### config.mk
export PLATFORM = sky130hd
export DESIGN_NAME = phase_freq_detector
export DESIGN_NICKNAME = d
export VERILOG_FILES = /design/src/rtl/pfd_pkg.sv /design/src/rtl/pfd_sync_edge.sv /design/src/rtl/pfd_ctrl.sv /design/src/rtl/pfd_datapath.sv /design/src/rtl/phase_freq_detector.sv
export SDC_FILE = /design/constraint.sdc
export NUM_CORES = 1
export LEC_CHECK = 0
export CORE_AREA = 3 3 40 42
export CTS_CLUSTER_DIAMETER = 200
export DETAILED_ROUTE_END_ITERATION = 10
export DIE_AREA = 0 0 43 45
export GPL_TIMING_DRIVEN = 0
export PLACE_DENSITY = 0.38
export SLEW_MARGIN = 20
export SYNTH_ARGS = -nofsm -noshare
export SYNTH_HDL_FRONTEND = slang
export SYNTH_SLANG_ARGS = --single-unit
### constraint.sdc
create_clock -name clk -period 1.3 [get_ports clk]
set_clock_uncertainty 0.05 [all_clocks]
set_input_delay 0.26 -clock clk [delete_from_list [all_inputs] [get_ports clk]]
set_output_delay 0.26 -clock clk [all_outputs]
set_load 0.05 [all_outputs]
### src/rtl/pfd_pkg.sv
`timescale 1ns/1ps
package pfd_pkg;

  // Strobes from control to the flag datapath, valid for one system cycle.
  typedef struct packed {
    logic refRise;    // reference rising edge detected
    logic fbRise;     // feedback rising edge detected
    logic clearBoth;  // both requests armed: withdraw them
  } pfdStrobe_t;

  localparam int NUM_CH = 2;
  localparam int CH_REF = 0;
  localparam int CH_FB  = 1;

endpackage

### src/rtl/pfd_sync_edge.sv
`timescale 1ns/1ps
module pfd_sync_edge #(
  parameter int SYNC_STAGES = 2
) (
  input  logic clk,
  input  logic rstN,
  input  logic asyncIn,
  output logic riseStb
);

  localparam int LAST = SYNC_STAGES - 1;

  logic [LAST:0] chain;
  logic          prevLevel;

  generate
    if (SYNC_STAGES == 1) begin : g_single
      always_ff @(posedge clk or negedge rstN) begin
        if (!rstN) chain <= '0;
        else       chain <= asyncIn;
      end
    end else begin : g_multi
      always_ff @(posedge clk or negedge rstN) begin
        if (!rstN) chain <= '0;
        else       chain <= {chain[LAST-1:0], asyncIn};
      end
    end
  endgenerate

  always_ff @(posedge clk or negedge rstN) begin
    if (!rstN) prevLevel <= 1'b0;
    else       prevLevel <= chain[LAST];
  end

  assign riseStb = chain[LAST] & ~prevLevel;

  // a level change yields a single one-cycle strobe, so high time cannot add strobes
  a_r8_single_strobe: assert property (@(posedge clk) disable iff (!rstN)
    riseStb |=> !riseStb);

endmodule

### src/rtl/pfd_ctrl.sv
`timescale 1ns/1ps
module pfd_ctrl
  import pfd_pkg::*;
#(
  parameter int SYNC_STAGES = 2
) (
  input  logic       clk,
  input  logic       rstN,
  input  logic       refIn,
  input  logic       fbIn,
  input  logic       bothSet,
  output pfdStrobe_t strb
);

  logic [NUM_CH-1:0] chanIn;
  logic [NUM_CH-1:0] chanRise;

  assign chanIn[CH_REF] = refIn;
  assign chanIn[CH_FB]  = fbIn;

  generate
    for (genvar ch = 0; ch < NUM_CH; ch++) begin : g_chan
      pfd_sync_edge #(.SYNC_STAGES(SYNC_STAGES)) u_sync (
        .clk     (clk),
        .rstN    (rstN),
        .asyncIn (chanIn[ch]),
        .riseStb (chanRise[ch])
      );
    end
  endgenerate

  always_comb begin
    strb.refRise   = chanRise[CH_REF];
    strb.fbRise    = chanRise[CH_FB];
    strb.clearBoth = bothSet;
  end

endmodule

### src/rtl/pfd_datapath.sv
`timescale 1ns/1ps
module pfd_datapath
  import pfd_pkg::*;
(
  input  logic       clk,
  input  logic       rstN,
  input  pfdStrobe_t strb,
  output logic       bothSet,
  output logic       pumpUp,
  output logic       pumpDown,
  output logic       outHiZ,
  output logic       lockPulse
);

  logic upFlag;
  logic downFlag;

  // Clearing takes priority over holding, and a fresh edge re-arms its own flag.
  always_ff @(posedge clk or negedge rstN) begin
    if (!rstN) begin
      upFlag   <= 1'b0;
      downFlag <= 1'b0;
    end else begin
      upFlag   <= (strb.clearBoth ? 1'b0 : upFlag)   | strb.refRise;
      downFlag <= (strb.clearBoth ? 1'b0 : downFlag) | strb.fbRise;
    end
  end

  assign bothSet  = upFlag & downFlag;
  assign pumpUp   = upFlag & ~downFlag;
  assign pumpDown = downFlag & ~upFlag;

  always_comb begin
    outHiZ    = ~(pumpUp | pumpDown);
    lockPulse = outHiZ;
  end

  // a detected reference edge arms the up request on the next cycle
  a_r2_ref_arms: assert property (@(posedge clk) disable iff (!rstN)
    strb.refRise |=> upFlag);

  a_r2_fb_arms: assert property (@(posedge clk) disable iff (!rstN)
    strb.fbRise |=> downFlag);

  // both armed with no new edge means both withdrawn one cycle later
  a_r9_clear_both: assert property (@(posedge clk) disable iff (!rstN)
    (upFlag && downFlag && !strb.refRise && !strb.fbRise) |=> (!upFlag && !downFlag));

  // a lone request holds until the opposite edge arrives
  a_r11_hold_up: assert property (@(posedge clk) disable iff (!rstN)
    (upFlag && !downFlag) |=> upFlag);

  a_r11_hold_down: assert property (@(posedge clk) disable iff (!rstN)
    (downFlag && !upFlag) |=> downFlag);

endmodule

### src/rtl/phase_freq_detector.sv
`timescale 1ns/1ps
module phase_freq_detector
  import pfd_pkg::*;
#(
  parameter int SYNC_STAGES = 2
) (
  input  logic clk,
  input  logic rstN,
  input  logic refIn,
  input  logic fbIn,
  output logic pumpUp,
  output logic pumpDown,
  output logic outHiZ,
  output logic lockPulse
);

  pfdStrobe_t strb;
  logic       bothSet;

  pfd_ctrl #(.SYNC_STAGES(SYNC_STAGES)) u_ctrl (
    .clk     (clk),
    .rstN    (rstN),
    .refIn   (refIn),
    .fbIn    (fbIn),
    .bothSet (bothSet),
    .strb    (strb)
  );

  pfd_datapath u_dp (
    .clk       (clk),
    .rstN      (rstN),
    .strb      (strb),
    .bothSet   (bothSet),
    .pumpUp    (pumpUp),
    .pumpDown  (pumpDown),
    .outHiZ    (outHiZ),
    .lockPulse (lockPulse)
  );

  // first cycle after reset release shows an idle, locked output
  a_r1_reset_idle: assert property (@(posedge clk) disable iff (!rstN)
    $rose(rstN) |-> (!pumpUp && !pumpDown && lockPulse && outHiZ));

  // any active driver pulls the lock indication and high-impedance flag low
  a_r10_lock_low_when_driving: assert property (@(posedge clk) disable iff (!rstN)
    (pumpUp || pumpDown) |-> (!lockPulse && !outHiZ));

endmodule

==> results.cfg <==
[power]
seq_power_share_pct = 39.0
peakVddDrop_mv = 0.395
p_leak_nw = 0.204
p_sw_share_pct = 31.9
switchingPower_mw = 0.228
comb_power_share_pct = 36.0
p_int_mw = 0.487
power_density_mw_per_mm2 = 1750
power_mw = 0.716
pwr-share-clk_pct = 25.1

[yosys]
avgSynthCellArea_um2 = 15.5
ys_types = 5
yosysWarnings = 0
synthesis.nets = 23
synth_cells = 17
syn_area_um2 = 263
yosysSeqAreaShare_pct = 76.2
ys_ff_latch = 8

[global_route]
grt_use_met1_pct = 4.46
grt_max_degree = 9
gr-usage-met3_pct = 2.39
globalRouteTotalUtil_pct = 4.54
grt.overflow.total = 0
grt.busiest_layer = met4
use_met2_pct = 5.39
grt_pass1_vias = 153
grt_pass1_wl_um = 558
antenna_found_initial = 0

[setup_path]
r2r-start = u_dp.upFlag$_DFF_PN0_
arrival_ns = 1.15
worstReg2RegEnd = u_dp.upFlag$_DFF_PN0_
cp_max_fo = 2
crit_type = flip-flop to output port
r2r_cells = 3
crit_slowest_cell = dfrtp_1
start_kind = flip-flop
cp-end-kind = output port
reg2reg_slack_ns = 0.30
crit_chain = ha_4, buf_6, buf_8
required_ns = 0.99
cpPeakStageDelay_ns = 0.40

[die]
die_y_um = 45
coreArea_mm2 = 0.00128
ioPinCount = 8
fp.dieArea_mm2 = 0.00194
fp.dieW_um = 43
rows = 13
start_util_pct = 20.4

[cts]
htreeDepth = 1
cts.sinks = 8
cts_buffers = 3
insertion_delay_ns = 0.24
cts_hold_buf = 0
cts_buffer_depth = 2
cts_root_buf = clkbuf_4
cts_tree = done
clk_pin_slew_ns = 0.05

[routing]
dr.first_iter.drc_count = 0
wirelength_um = 330
wl_per_cell_um = 7.67
drt_first_pass_iters = 1
vias = 156
vias_per_cell = 3.63
drc = 0
postRouteAntennaNets = 0

[placement]
io_buffer_count = 7
place_inst = 39
dp_hpwl_um = 253
dpl-instance-area_um2 = 364
gp_congestion = 0.612

[layout]
n_fill_cell = 136
instances_no_fill = 43
final_area_um2 = 409
syn_to_final_growth_pct = 55.7
mostFrequentLayoutCell = dfrtp_1
drive_above_1_share_pct = 42.9
final_nets = 36
postLayoutCoreUtil_pct = 31.8
layout_common_cells = dfrtp_1 (8), inv_1 (3), clkbuf_4 (3), clkdlybuf4s50_1 (3)
diodes = 0

[sta]
period_share_pct = 112
slew_viol_final = 0
worstMarginPinSlew_ns = 0.338
setup_violations = 3
timing.fmax_mhz = 687
slew_headroom_pct = 77.4
period_needed_ns = 1.46
finalWorstSetupSlack_ns = -0.156
rsz0062_at_grt = yes
finalHoldViolCount = 0

[run_status]
violations = negative setup slack
outcome = finished, violations left

[min_path]
hold_path.class = primary input to asynchronous set/reset pin

[job]
maxCapViolCount = 0
[worst max-delay path: cells and delay by family, from the launching register on]
kind	cells	cell delay, ns
adder cells (fa/ha/maj)	1	0.25
buffers and inverters	2	0.25
flip-flops	1	0.40
[power groups by stage]
stage                     combinational (mW)  sequential [mW]  clock (mW)
after CTS                              0.260            0.279       0.197
after detailed placement               0.222            0.282           0
final                                  0.257            0.279       0.179
after floorplan                        0.177            0.280           0
after global routing                   0.274            0.280       0.212
after global placement                 0.221            0.282           0
[routing by layer]
metal	part of all wire, %	routed length [um]	vias up
met3	13	43	0
met4	0	0	0
met2	50	165	8
met1	37	121	77
li1	-	-	71
met5	0	0	-
[kinds of logic after synthesis]
| kind of cell | after synthesis | share of synthesized area (%) |
|---|---|---|
| fa+ha+maj | 2 | 9.52 |
| compound gates | 2 | 5.71 |
| buf+inv | 5 | 8.57 |
| flops | 8 | 76.2 |
[state kept, by name, summed over array words and instances, names as in the netlist]
signal and cells:
u_dp.upFlag 1, u_dp.downFlag 1, u_ctrl.g_chan.u_sync.prevLevel 2, u_ctrl.g_chan.u_sync.chain 4
[cells in the mapped netlist, drive strengths merged]
| library cell | instances | area share (%) |
|---|---|---|
| buf | 1 | 2.9 |
| ha | 2 | 9.5 |
| inv | 4 | 5.7 |
| dfrtp | 8 | 76 |
| a21o | 2 | 5.7 |
[stage by stage]
stage / setup slack (ns) / hold WS (ns) / TNS (ns)
after global routing: -0.204 / 0.237 / -0.521
after floorplan: 0.0206 / -0.0856 / 0
after global placement: -0.543 / 0.284 / -1.82
after CTS: -0.176 / 0.237 / -0.409
after detailed placement: -0.538 / 0.289 / -1.82
final: -0.156 / 0.232 / -0.340
[layout make-up]
cell class              count  area [um^2]  share of cell area (%)
well taps                  15         18.8                    4.59
multi-input cells           4         55.1                    13.5
clock buffers               3         22.5                    5.50
repair buffers              8         86.3                    21.1
plain buffers               1         11.3                    2.75
inverters                   4         15.0                    3.67
flip-flops and latches      8          200                    48.9
[repair_timing]
action	CTS	global route
setup buffers	1	0
gates cloned	0	0
pin swaps	0	1
resized for setup	31	1
setup endpoints to repair	4	4
[worst max path at each step]
stage,from,endpoint,slack [ns]
4_1_cts,u_dp.downFlag$_DFF_PN0_,outHiZ,-0.18
6_report,u_dp.upFlag$_DFF_PN0_,outHiZ,-0.16
5_1_grt,u_dp.upFlag$_DFF_PN0_,outHiZ,-0.20
3_3_place_gp,u_dp.upFlag$_DFF_PN0_,outHiZ,-0.54
3_5_place_dp,u_dp.downFlag$_DFF_PN0_,outHiZ,-0.54
2_1_floorplan,u_dp.upFlag$_DFF_PN0_,outHiZ,0.02
Power figures use the tool's default switching activity.
